$ cat src/rtl/cke_seq_pkg.sv
package cke_seq_pkg;
  typedef enum logic [1:0] {
    CMD_NOP   = 2'd0,
    CMD_DESEL = 2'd1,
    CMD_REF   = 2'd2
  } cmd_e;

  typedef enum logic [1:0] {
    MD_RUN = 2'd0,
    MD_PPD = 2'd1,
    MD_APD = 2'd2,
    MD_SR  = 2'd3
  } mode_e;
endpackage

$ cat src/rtl/cke_dwell_ctr.sv
// Counts how long the present clock-enable level has been held.
module cke_dwell_ctr #(
  parameter int MIN_DWELL = 3
) (
  input  logic clk,
  input  logic rst,
  input  logic toggle,
  output logic can_toggle
);
  localparam int DW = $clog2(MIN_DWELL + 1);

  logic [DW-1:0] held_q;

  always_ff @(posedge clk) begin
    if (rst || toggle)
      held_q <= DW'(1);
    else if (held_q < DW'(MIN_DWELL))
      held_q <= held_q + DW'(1);
  end

  assign can_toggle = (held_q >= DW'(MIN_DWELL));
endmodule

$ cat src/rtl/cke_gap_tmr.sv
// Down-counter loaded on an exit event; done while zero.
module cke_gap_tmr #(
  parameter int SPAN = 4
) (
  input  logic clk,
  input  logic rst,
  input  logic load,
  output logic done
);
  localparam int TW = $clog2(SPAN + 1);

  logic [TW-1:0] left_q;

  always_ff @(posedge clk) begin
    if (rst)
      left_q <= '0;
    else if (load)
      left_q <= TW'(SPAN);
    else if (left_q != '0)
      left_q <= left_q - TW'(1);
  end

  assign done = (left_q == '0);
endmodule

$ cat src/rtl/cke_pwr_fsm.sv
module cke_pwr_fsm
  import cke_seq_pkg::*;
#(
  parameter int PD_LIMIT = 64
) (
  input  logic  clk,
  input  logic  rst,
  input  logic  pd_req,
  input  logic  sr_req,
  input  logic  banks_idle,
  input  logic  op_busy,
  input  logic  can_toggle,
  input  logic  gap_done,
  output logic  cke_q,
  output cmd_e  cmd_q,
  output mode_e mode_q,
  output logic  due_q,
  output logic  toggle,
  output logic  sr_exit
);
  localparam int PW = $clog2(PD_LIMIT + 1);

  logic [PW-1:0] pd_cnt_q;
  logic          pd_full;
  logic          forced;
  logic          cke_n;
  cmd_e          cmd_n;
  mode_e         mode_n;

  assign pd_full = (pd_cnt_q >= PW'(PD_LIMIT - 1));

  always_comb begin
    mode_n  = mode_q;
    cke_n   = cke_q;
    cmd_n   = CMD_NOP;
    forced  = 1'b0;
    sr_exit = 1'b0;
    unique case (mode_q)
      MD_RUN: begin
        if (can_toggle && !op_busy && gap_done) begin
          if (sr_req && banks_idle) begin
            mode_n = MD_SR;
            cke_n  = 1'b0;
            cmd_n  = CMD_REF;
          end else if (pd_req && !due_q) begin
            mode_n = banks_idle ? MD_PPD : MD_APD;
            cke_n  = 1'b0;
          end
        end
      end
      MD_PPD, MD_APD: begin
        cmd_n = CMD_DESEL;
        if (can_toggle && (!pd_req || pd_full)) begin
          mode_n = MD_RUN;
          cke_n  = 1'b1;
          cmd_n  = CMD_NOP;
          forced = pd_req;
        end
      end
      MD_SR: begin
        cmd_n = CMD_DESEL;
        if (can_toggle && !sr_req) begin
          mode_n  = MD_RUN;
          cke_n   = 1'b1;
          cmd_n   = CMD_NOP;
          sr_exit = 1'b1;
        end
      end
      default: mode_n = MD_RUN;
    endcase
  end

  assign toggle = (cke_n != cke_q);

  always_ff @(posedge clk) begin
    if (rst) begin
      mode_q   <= MD_RUN;
      cke_q    <= 1'b1;
      cmd_q    <= CMD_NOP;
      due_q    <= 1'b0;
      pd_cnt_q <= '0;
    end else begin
      mode_q <= mode_n;
      cke_q  <= cke_n;
      cmd_q  <= cmd_n;
      if (forced)
        due_q <= 1'b1;
      else if (!pd_req)
        due_q <= 1'b0;
      if ((mode_q == MD_PPD || mode_q == MD_APD) && !pd_full)
        pd_cnt_q <= pd_cnt_q + PW'(1);
      else if (mode_q == MD_RUN || mode_q == MD_SR)
        pd_cnt_q <= '0;
    end
  end
endmodule

$ cat src/rtl/cke_pwr_seq.sv
module cke_pwr_seq
  import cke_seq_pkg::*;
#(
  parameter int MIN_DWELL = 3,
  parameter int PD_LIMIT  = 7800,
  parameter int XSNR_CYC  = 20,
  parameter int XSRD_CYC  = 200
) (
  input  logic       clk,
  input  logic       rst,
  input  logic       pd_req,
  input  logic       sr_req,
  input  logic       banks_idle,
  input  logic       op_busy,
  output logic       cke,
  output logic [1:0] cmd,
  output logic [1:0] mode,
  output logic       cmd_ok,
  output logic       rd_ok,
  output logic       refresh_due
);
  logic  can_toggle;
  logic  toggle;
  logic  sr_exit;
  logic  cke_q;
  logic  due_q;
  cmd_e  cmd_q;
  mode_e mode_q;

  cke_dwell_ctr #(.MIN_DWELL(MIN_DWELL)) u_dwell (
    .clk(clk), .rst(rst), .toggle(toggle), .can_toggle(can_toggle)
  );

  cke_gap_tmr #(.SPAN(XSNR_CYC)) u_gap_cmd (
    .clk(clk), .rst(rst), .load(sr_exit), .done(cmd_ok)
  );

  cke_gap_tmr #(.SPAN(XSRD_CYC)) u_gap_rd (
    .clk(clk), .rst(rst), .load(sr_exit), .done(rd_ok)
  );

  cke_pwr_fsm #(.PD_LIMIT(PD_LIMIT)) u_fsm (
    .clk(clk), .rst(rst), .pd_req(pd_req), .sr_req(sr_req),
    .banks_idle(banks_idle), .op_busy(op_busy), .can_toggle(can_toggle),
    .gap_done(cmd_ok), .cke_q(cke_q), .cmd_q(cmd_q), .mode_q(mode_q),
    .due_q(due_q), .toggle(toggle), .sr_exit(sr_exit)
  );

  assign cke         = cke_q;
  assign cmd         = cmd_q;
  assign mode        = mode_q;
  assign refresh_due = due_q;
endmodule

$ cat config.mk
export PLATFORM = sky130hd
export DESIGN_NAME = cke_pwr_seq
export DESIGN_NICKNAME = d
export VERILOG_FILES = /design/src/rtl/cke_seq_pkg.sv /design/src/rtl/cke_dwell_ctr.sv /design/src/rtl/cke_gap_tmr.sv /design/src/rtl/cke_pwr_fsm.sv /design/src/rtl/cke_pwr_seq.sv
export SDC_FILE = /design/constraint.sdc
export NUM_CORES = 1
export LEC_CHECK = 0
export ABC_AREA = 1
export ABC_CLOCK_PERIOD_IN_PS = 1800
export BUFFER_PORTS_ARGS = -buffer_cell sky130_fd_sc_hd__buf_2
export CORE_MARGIN = 2
export CORE_UTILIZATION = 42
export DETAILED_ROUTE_END_ITERATION = 8
export HOLD_SLACK_MARGIN = 0.05
export SYNTH_ARGS = -nofsm -noshare
export SYNTH_HDL_FRONTEND = slang
export SYNTH_SLANG_ARGS = --single-unit
$ cat constraint.sdc
create_clock -name clk -period 1.8 [get_ports clk]
set_clock_uncertainty 0.05 [all_clocks]
set_input_delay 0.27 -clock clk [delete_from_list [all_inputs] [get_ports clk]]
set_output_delay 0.27 -clock clk [all_outputs]
set_load 0.005 [all_outputs]
==> results_dict.tcl, run 1 <==
set metrics [dict create \
    fin_nets 282 \
    num_io_pins 14 \
    synth.ff_latch_count 34 \
    fmax_ghz 0.590 \
    dpl.cell_count 307 \
    placement.io_buffers 13 \
    post-synth-top-area-cell "sky130_fd_sc_hd__dfxtp_1" \
    remaining_drc_errors 0 \
    timing.critical_path.required_ns 1.48 \
    gpl.final_weighted_congestion 0.875 \
    clkLatencyLatePin_ns 0.28 \
    total_power_mw 2.88 \
    final-setup-viol-count 0 \
    rsz0062_at_grt "false" \
    grt_usage_pct 17.2 \
    fp.dieW_um 68.5 \
    maxSlewHeadroom_pct 77.5 \
    syn-instance-count 238 \
    synthDominantCellAreaShare_pct 39.0 \
    yosys-top-cells-area "sky130_fd_sc_hd__dfxtp_1, sky130_fd_sc_hd__nand2_1, sky130_fd_sc_hd__inv_1" \
    ys_warn_count 0 \
    insertedDiodeCount 0 \
    antenna_found_initial 0 \
    routed_wire_length_per_instance_um 10.7 \
    power.density_nw_per_um2 1380 \
    timing.final.crit_period_ns 1.70 \
    worst-slew-pin-transition_ns 0.334 \
    syn_nets 251 \
    dr_total_vias 1528 \
    mostFrequentLayoutCell "sky130_fd_sc_hd__nand2_1" \
    finalInstanceArea_um2 2090 \
    place_hpwl_mm 2.58 \
    layout-drive-gt1-share_pct 21.1 \
    synth_enable_flop_cells 0 \
    placementRows 23 \
    clock_buffer_count_from_cts 5 \
    synth_async_sr_flop_share_pct 0 \
    global_route_wire_length_before_repair_mm 6.00 \
    dr_vias_cell 4.78 \
    final_max_tran_viols 0 \
    detailedRoute.firstIterationViolations 34 \
    vdd_ir_drop_max_uv 656 \
    most_used_cells_in_the_layout_excluding_fill_and_tap_cells "sky130_fd_sc_hd__nand2_1, sky130_fd_sc_hd__inv_1, sky130_fd_sc_hd__dfxtp_1, sky130_fd_sc_hd__nor2_1, sky130_fd_sc_hd__a21oi_1" \
    drt_wl_total_mm 3.43 \
    result_of_the_run "complete, no violations" \
    area_delta_synth_final_pct 19.6 \
    ctsHtreeMaxLevel 2 \
    total_cell_area_at_the_placement_stage_um2 1920 \
    grt_max_degree 11 \
    utilization_pct 52.2 \
    cp-start-kind "flop" \
    initial_utilization_pct 43.6 \
    die_h_um 68.5 \
    worst-path-max-fanout 3 \
    synth_sequential_area_ratio_pct 39.0 \
    globalRouteOverflowTotal 0 \
    static-leakage-power_nw 0.920 \
    fill_cells 390 \
    synth_cell_types 31 \
    core_area_um2 4000 \
    clock-root-buffer "sky130_fd_sc_hd__clkbuf_8" \
    detailedPlace.worstSlack_ns 0.173 \
    layout_worst_path_cycle_share_pct 94.2 \
    path_class "flop to output port" \
    synth.cell_area_um2 1750 \
    numClockSinks 34 \
    hold_path_class "input port to flop" \
    whs_ns 0.192 \
    worst_setup_path_end_kind "output port" \
    layoutNonFillerInstCount 320 \
    postSynthAreaPerCell_um2 7.33 \
    die_area_um2 4690 \
    first_global_vias 1404 \
    drtAntennaViolNets 0 \
    final.setup.tns_ns 0 \
    clk_transition_reported_paths_ns 0.07 \
    final-hold-violation-count 0 \
    ys.flop_type "sky130_fd_sc_hd__dfxtp_1" \
    dr.pass1.iters 4 \
    finalWorstSetupSlack_ns 0.104 \
    cts_max_path_buffers 2 \
    tritoncts "yes" \
    worstPathArrival_ns 1.38 \
    max-cap-violations 0 \
]
==> where the power goes <==
| group | switching [mW] | internal [mW] | leakage, nW |
|---|---|---|---|
| Combinational | 0.699 | 0.581 | 0.593 |
| Clock | 0.272 | 0.309 | 0.0482 |
| Sequential | 0.100 | 0.918 | 0.278 |
| Total | 1.07 | 1.81 | 0.920 |
==> cell families after synthesis <==
family                   synth area share (%)
AND/OR/NAND/NOR                          31.8
buffers and inverters                    8.67
AO/OA/AOI/OAI                            11.9
flip-flops                               39.0
adder cells (fa/ha/maj)                  5.02
XOR/XNOR                                 3.01
multiplexers                            0.573
==> area by class of cell <==
class,instances,area [µm²],share of cell area [%]
clock inverter,1,5.00,0.240
inverter,38,143,6.83
tap,50,62.6,3.00
multi-input combinational,164,941,45.1
clock buffer,7,86.3,4.14
sequential,34,683,32.7
timing repair buffer,26,166,7.97
==> flip-flops by register name, summed over array words and instances (netlist names) <==
name and count:
u_fsm.pd_cnt_q 13, u_fsm.cmd_q 2, u_fsm.cke_q 1, u_gap_rd.left_q 8, u_gap_cmd.left_q 5, u_dwell.held_q 2, u_fsm.mode_q 2, u_fsm.due_q 1
==> synth_stat cells (all sizes together) (2+ instances only) <==
cell and number:
a211oi 3, a21oi 15, a31oi 3, clkbuf 2
dfxtp 34, ha 7, inv 38, nand2 46
nand3 18, nand3b 3, nand4 2, nor2 35
nor3 5, nor4 2, o21a 2, o21ai 14
xor2 5
==> worst max-delay path: stages, from the launching register on <==
cell and delay (ns):
sky130_fd_sc_hd__dfxtp_2 0.32, sky130_fd_sc_hd__inv_2 0.08, sky130_fd_sc_hd__ha_4 0.13, sky130_fd_sc_hd__inv_1 0.05, sky130_fd_sc_hd__nor2_4 0.15, sky130_fd_sc_hd__nand3_4 0.09
sky130_fd_sc_hd__nor3_4 0.14, sky130_fd_sc_hd__buf_2 0.14
==> path summary, 6_finish.rpt <==
path	from	end	slack (ns)	cells past startpoint
min reg2reg	u_gap_rd.left_q[0]$_SDFFE_PP0N_	u_gap_rd.left_q[0]$_SDFFE_PP0N_	0.42	2
max reg2reg	u_fsm.pd_cnt_q[0]$_SDFFE_PP0P_	u_fsm.pd_cnt_q[8]$_SDFFE_PP0P_	0.18	10
min	rst	u_fsm.pd_cnt_q[3]$_SDFFE_PP0P_	0.19	2
max	u_gap_rd.left_q[0]$_SDFFE_PP0N_	rd_ok	0.10	7
==> layer usage <==
metal | vias up | part of all wire (%) | GRT usage [%]
li1 | 833 | - | -
met1 | 677 | 50 | 22.5
met2 | 14 | 46 | 25.8
met3 | 4 | 2.9 | 5.92
met4 | 0 | 1.4 | 6.75
met5 | - | 0 | 0
==> timing repair <==
| action | in CTS | in global routing |
|---|---|---|
| setup endpoints to repair | 1 | 2 |
| hold buffers | 0 | 0 |
| setup buffers | 3 | 2 |
| gates resized for setup | 1 | 10 |
| hold endpoints to repair | 0 | 0 |
| pin swaps | 4 | 6 |
Note: power is estimated with default switching activity, not from simulation.
==> run 2, diff against run 1 <==
Settings changed: BUFFER_PORTS_ARGS -buffer_cell sky130_fd_sc_hd__buf_2 to not set, DONT_BUFFER_PORTS set to 1.
==> run 2 against run 1 <==
Against the previous run: non-clock buffer count decreased by 16; utilization decreased by 3.1 points; via count decreased by 3.8%; global-route usage decreased by 0.98 points; register-to-register slack improved by 0.02 ns; flip-flop and latch count unchanged; sequential power about the same; design area decreased by 5.9%; critical path type unchanged; routed wire length decreased by 1.1%; highest routed layer unchanged; critical path depth decreased by 3; combinational power decreased by 13%.
==> results_dict.tcl, run 2 (same netlist as run 1, synthesis figures left out) <==
set metrics [dict create \
    result_of_the_run "complete, no violations" \
    regMostFlops "u_fsm.pd_cnt_q" \
    total_cell_area_at_the_placement_stage_um2 1840 \
    most_used_cells_in_the_layout_excluding_fill_and_tap_cells "sky130_fd_sc_hd__nand2_1, sky130_fd_sc_hd__inv_1, sky130_fd_sc_hd__dfxtp_1, sky130_fd_sc_hd__nor2_1, sky130_fd_sc_hd__a21oi_1" \
    insertedDiodeCount 0 \
    drtAntennaViolNets 0 \
    clk_transition_reported_paths_ns 0.07 \
    path_class "flop to output port" \
    numClockSinks 34 \
    fp.dieW_um 68.5 \
    largestRegisters "u_fsm.pd_cnt_q (13), u_gap_rd.left_q (8), u_gap_cmd.left_q (5)" \
    worst-slew-pin-transition_ns 0.523 \
    area_delta_synth_final_pct 12.5 \
    hold_path_class "input port to flop" \
    finalInstanceArea_um2 1960 \
    maxSlewHeadroom_pct 65.0 \
    worst_r2r_startpoint "u_fsm.pd_cnt_q[0]$_SDFFE_PP0P_" \
    timing.critical_path.required_ns 1.48 \
    final_max_tran_viols 0 \
    antenna_found_initial 0 \
    cp-start-kind "flop" \
    gpl.final_weighted_congestion 0.849 \
    dpl.cell_count 292 \
    dr_total_vias 1470 \
    initial_utilization_pct 43.6 \
    final-setup-viol-count 0 \
    grt_max_degree 13 \
    drt_wl_total_mm 3.39 \
    largest_reg_flops 13 \
    globalRouteOverflowTotal 0 \
    reg2regPathDepth 9 \
    num_io_pins 14 \
    utilization_pct 49.1 \
    combined_flip_flop_and_latch_cell_area_um2 682 \
    fmax_ghz 0.596 \
    vdd_ir_drop_max_uv 702 \
    die_h_um 68.5 \
    final.setup.tns_ns 0 \
    mostFrequentLayoutCell "sky130_fd_sc_hd__nand2_1" \
    detailedRoute.firstIterationViolations 68 \
    layout-drive-gt1-share_pct 14.2 \
    fill_cells 404 \
    dr.pass1.iters 4 \
    layout_worst_path_cycle_share_pct 93.2 \
    place_hpwl_mm 2.56 \
    hold_path_startpoint "pd_req" \
    remaining_drc_errors 0 \
    whs_ns 0.0736 \
    core_area_um2 4000 \
    final-hold-violation-count 0 \
    worst-path-max-fanout 6 \
    worstPathArrival_ns 1.36 \
    multi_input_area_um2 921 \
    placement.io_buffers 0 \
    tritoncts "yes" \
    clkLatencyLatePin_ns 0.28 \
    ctsHtreeMaxLevel 2 \
    static-leakage-power_nw 0.841 \
    clock_buffer_count_from_cts 5 \
    grt_usage_pct 16.2 \
    cts_max_path_buffers 2 \
    fin_nets 266 \
    layoutNonFillerInstCount 303 \
    power.density_nw_per_um2 1360 \
    routed_wire_length_per_instance_um 11.2 \
    max-cap-violations 0 \
    worst_setup_path_end_kind "output port" \
    hold_depth 2 \
    startpoint "u_gap_rd.left_q[3]$_SDFFE_PP0P_" \
    timing.final.crit_period_ns 1.68 \
    first_global_vias 1296 \
    global_route_wire_length_before_repair_mm 5.60 \
    dr_vias_cell 4.85 \
    rsz0062_at_grt "false" \
    die_area_um2 4690 \
    placementRows 23 \
    clock-root-buffer "sky130_fd_sc_hd__clkbuf_8" \
]
## run 2: cell types whose count changed in the layout (fill, tap and decap cells not counted), moves of 2 or more
cell                    delta
sky130_fd_sc_hd__buf_4     -3
sky130_fd_sc_hd__buf_2    -13
sky130_fd_sc_hd__inv_2     -2
sky130_fd_sc_hd__inv_1     +2
## run 2: per-layer routing
layer	track usage, %	wire, µm	vias to the layer above
li1	-	-	803
met5	0	0	-
met3	5.92	127	2
met2	23.7	1480	15
met1	22.0	1760	650
met4	5.25	21	0
## run 2: metrics by stage
stage / power, mW / worst slack (ns)
after floorplan: 1.83 / 0.278
after global placement: 2.06 / 0.147
after detailed placement: 2.07 / 0.135
after CTS: 2.71 / 0.0265
after global routing: 2.93 / 0.00141
final: 2.66 / 0.123
## run 2: where the power goes
part	total (mW)	internal (mW)	switching (mW)
clock network	0.532	0.259	0.272
registers	1.02	0.916	0.106
logic	1.11	0.470	0.640
total	2.66	1.65	1.02
## run 2: timing repair
action | 4_1_cts | 5_1_grt
pin swaps | 3 | 1
setup endpoints to repair | 1 | 1
setup buffers | 3 | 0
gates resized for setup | 3 | 1
hold endpoints to repair | 12 | 0
hold buffers | 1 | 0
cloned | 0 | 0
## run 2: area by class of cell
class	count	area share (%)
tap	50	3.18
clock inverter	2	0.510
multi-input combinational	164	46.9
timing repair buffer	10	3.95
inverter	38	7.26
sequential	34	34.7
clock buffer	5	3.50
## run 2: path summary, 6_finish.rpt
check	to	slack (ns)
max reg2reg	u_fsm.pd_cnt_q[7]$_SDFFE_PP0P_	0.20
min reg2reg	u_gap_cmd.left_q[0]$_SDFFE_PP0N_	0.42
max	rd_ok	0.12
min	u_fsm.due_q$_SDFFE_PP0P_	0.07
## run 2: critical path, stage by stage (launching register included)
cell and delay (ns):
sky130_fd_sc_hd__dfxtp_1 0.33, sky130_fd_sc_hd__or2_1 0.26, sky130_fd_sc_hd__nor2_4 0.13, sky130_fd_sc_hd__nand3_2 0.09
sky130_fd_sc_hd__nor3_4 0.26
==> run 3, diff against run 2 <==
--- a/config.mk
+++ b/config.mk
@@ -7,7 +7,7 @@
 export LEC_CHECK = 0
 export ABC_AREA = 1
-export ABC_CLOCK_PERIOD_IN_PS = 1800
 export CORE_MARGIN = 2
 export CORE_UTILIZATION = 42
+export CTS_BUF_LIST = sky130_fd_sc_hd__clkbuf_8
 export DETAILED_ROUTE_END_ITERATION = 8
 export DONT_BUFFER_PORTS = 1
==> constraint.sdc (replaced) <==
create_clock -name clk -period 1.8 [get_ports clk]
set_clock_uncertainty 0.05 [all_clocks]
set_input_delay 0.18 -clock clk [delete_from_list [all_inputs] [get_ports clk]]
set_output_delay 0.18 -clock clk [all_outputs]
set_load 0.005 [all_outputs]
==> run 3 against run 2 <==
Against the previous run: clock power about the same; critical path depth unchanged; combinational power about the same; worst setup slack got worse by 0.0074 ns; design area increased by 2.2%; die area unchanged; first-iteration DRC count decreased by 13%; utilization increased by 1.1 points; total power increased by 0.61%; flip-flop and latch count unchanged; global-route usage increased by 0.21 points; critical endpoint unchanged.
==> results_dict.tcl, run 3 (same netlist as run 1, synthesis figures left out) <==
set metrics [dict create \
    result_of_the_run "complete, no violations" \
    fmax_ghz 0.594 \
    worst_r2r_startpoint "u_gap_rd.left_q[3]$_SDFFE_PP0P_" \
    timing.critical_path.cells "or2_1 -> nor2_4 -> nand3_4 -> nor3_4" \
    netSwitchingPower_mw 1.04 \
    area_delta_synth_final_pct 15.1 \
    most_used_cells_in_the_layout_excluding_fill_and_tap_cells "sky130_fd_sc_hd__nand2_1, sky130_fd_sc_hd__inv_1, sky130_fd_sc_hd__dfxtp_1, sky130_fd_sc_hd__nor2_1, sky130_fd_sc_hd__a21oi_1" \
    dr_vias_cell 4.84 \
    whs_endpoint "u_fsm.mode_q[0]$_SDFFE_PP0P_" \
    global_route_wire_length_before_repair_mm 5.66 \
    switching_share_pct 38.7 \
    insertedDiodeCount 0 \
    largest_reg_flops 13 \
    power.density_nw_per_um2 1330 \
    hold_path_class "input port to flop" \
    whs_ns 0.0765 \
    worst-slew-pin-transition_ns 0.553 \
    drt_wl_total_mm 3.52 \
    timing.critical_path.required_ns 1.57 \
    fp.dieW_um 68.5 \
    critical_path_cell_count 4 \
    static-leakage-power_nw 0.860 \
    critical_path.top_delay_family "simple AND/OR/NAND/NOR gates" \
    dr_total_vias 1476 \
    core_area_um2 4000 \
    worst-path-max-fanout 6 \
    tritoncts "yes" \
    worst_setup_path_end_kind "output port" \
    num_io_pins 14 \
    remaining_drc_errors 0 \
    place_hpwl_mm 2.56 \
    mostFrequentLayoutCell "sky130_fd_sc_hd__nand2_1" \
    placementRows 23 \
    maxSlewHeadroom_pct 63.2 \
    ctsHtreeMaxLevel 2 \
    max_stage_delay_ns 0.33 \
    layout-drive-gt1-share_pct 12.9 \
    die_area_um2 4690 \
    final_max_tran_viols 0 \
    dr.pass1.iters 4 \
    routed_wire_length_per_instance_um 11.5 \
    finalWorstSetupSlack_ns 0.116 \
    clock-root-buffer "sky130_fd_sc_hd__clkbuf_8" \
    path_class "flop to output port" \
    layout_worst_path_cycle_share_pct 93.6 \
    final-setup-viol-count 0 \
    reg_to_reg_slack_setup_ns 0.18 \
    globalRouteOverflowTotal 0 \
    grt_usage_pct 16.4 \
    worstReg2RegEnd "u_gap_rd.left_q[3]$_SDFFE_PP0P_" \
    drtAntennaViolNets 0 \
    largestRegisters "u_fsm.pd_cnt_q (13), u_gap_rd.left_q (8), u_gap_cmd.left_q (5)" \
    gpl.final_weighted_congestion 0.849 \
    clkLatencyLatePin_ns 0.29 \
    power.share.sequential_pct 38.1 \
    clockPowerShare_pct 19.9 \
    cell_internal_pwr_mw 1.64 \
    clock_buffer_count_from_cts 5 \
    fill_cells 400 \
    critical_path.n_buffers_inverters 0 \
    hold_depth 4 \
    cp-start-kind "flop" \
    antenna_found_initial 0 \
    detailedPlace.worstSlack_ns 0.135 \
    first_global_vias 1308 \
    clk_transition_reported_paths_ns 0.07 \
    grt_max_degree 14 \
    worstPathArrival_ns 1.45 \
    total_power_mw 2.68 \
    reg2regPathDepth 7 \
    die_h_um 68.5 \
    detailedRoute.firstIterationViolations 59 \
    fin_nets 268 \
    regMostFlops "u_fsm.pd_cnt_q" \
    share_comb_of_total_power_pct 42.0 \
    cts_max_path_buffers 2 \
    hold_path_startpoint "banks_idle" \
    initial_utilization_pct 43.6 \
    max-cap-violations 0 \
    final-hold-violation-count 0 \
    timing.critical_path.slowest_stage_cell "sky130_fd_sc_hd__dfxtp_1" \
    final.setup.tns_ns 0 \
    placement.io_buffers 0 \
    vdd_ir_drop_max_uv 705 \
    timing.final.crit_period_ns 1.68 \
    numClockSinks 34 \
]
==> run 3: cell count changes in the layout (fill, tap and decap cells not counted) <==
cell,before,now
sky130_fd_sc_hd__buf_4,9,7
sky130_fd_sc_hd__dfxtp_1,33,34
sky130_fd_sc_hd__dfxtp_2,1,0
sky130_fd_sc_hd__dlygate4sd3_1,1,4
sky130_fd_sc_hd__dlymetal6s4s_1,0,1
sky130_fd_sc_hd__ha_2,1,0
sky130_fd_sc_hd__ha_4,0,1
sky130_fd_sc_hd__nand3_2,4,3
sky130_fd_sc_hd__nand3_4,1,2
==> run 3: cell type report <==
type / instances / area, µm² / area share, %
multi-input combinational: 164 / 938 / 46.7
sequential: 34 / 681 / 33.9
inverter: 38 / 143 / 7.10
timing repair buffer: 12 / 105 / 5.23
clock buffer: 5 / 68.8 / 3.43
tap: 50 / 62.6 / 3.12
clock inverter: 2 / 10.0 / 0.498
==> run 3: per-layer routing <==
metal  part of all wire (%)  vias to the layer above  global-route usage [%]
met2                     45                       16                    24.9
met5                      0                        -                       0
met3                    2.9                        5                    5.92
li1                       -                      803                       -
met1                     51                      652                    21.6
met4                   0.85                        0                    5.25
==> run 3: worst reg2reg max path, delay by kind of cell, from the launching register on <==
kind / cells / cell delay, ns
simple gates: 5 / 0.94
flops: 1 / 0.33
buf+inv: 1 / 0.11
compound gates: 1 / 0.07
==> run 3: how the worst max path moves through the flow <==
stage | from | to | slack, ns
3_3_place_gp | u_gap_rd.left_q[0]$_SDFFE_PP0N_ | u_gap_rd.left_q[1]$_SDFFE_PP0N_ | 0.15
2_1_floorplan | u_gap_cmd.left_q[0]$_SDFFE_PP0N_ | u_dwell.held_q[1]$_SDFFE_PP0N_ | 0.28
5_1_grt | u_gap_rd.left_q[1]$_SDFFE_PP0N_ | rd_ok | -0.00002
4_1_cts | u_gap_rd.left_q[0]$_SDFFE_PP0N_ | rd_ok | 0.03
3_5_place_dp | u_gap_rd.left_q[0]$_SDFFE_PP0N_ | u_gap_rd.left_q[1]$_SDFFE_PP0N_ | 0.13
6_report | u_gap_rd.left_q[3]$_SDFFE_PP0P_ | rd_ok | 0.12
==> run 3: metrics by stage <==
stage	instances	instance area (µm²)	utilization (%)
3_5_place_dp	292	1840	46.1
4_1_cts	304	1970	49.3
2_1_floorplan	238	1750	-
3_3_place_gp	292	1840	46.1
5_1_grt	305	2010	50.2
6_report	305	2010	50.2
==> run 3: power groups by stage <==
| stage | Sequential, mW | Clock [mW] | Combinational [mW] |
|---|---|---|---|
| 6_report | 1.02 | 0.533 | 1.13 |
| 5_1_grt | 1.04 | 0.590 | 1.31 |
| 4_1_cts | 1.02 | 0.559 | 1.05 |
| 3_5_place_dp | 1.04 | 0 | 1.04 |
| 3_3_place_gp | 1.03 | 0 | 1.03 |
| 2_1_floorplan | 1.01 | 0 | 0.819 |
==> run 3: repair_timing <==
action | CTS | global route
gates resized for setup | 0 | 6
setup endpoints to repair | 0 | 6
hold buffers | 5 | 0
buffers inserted | 0 | 1
endpoints found under the hold margin | 13 | 0
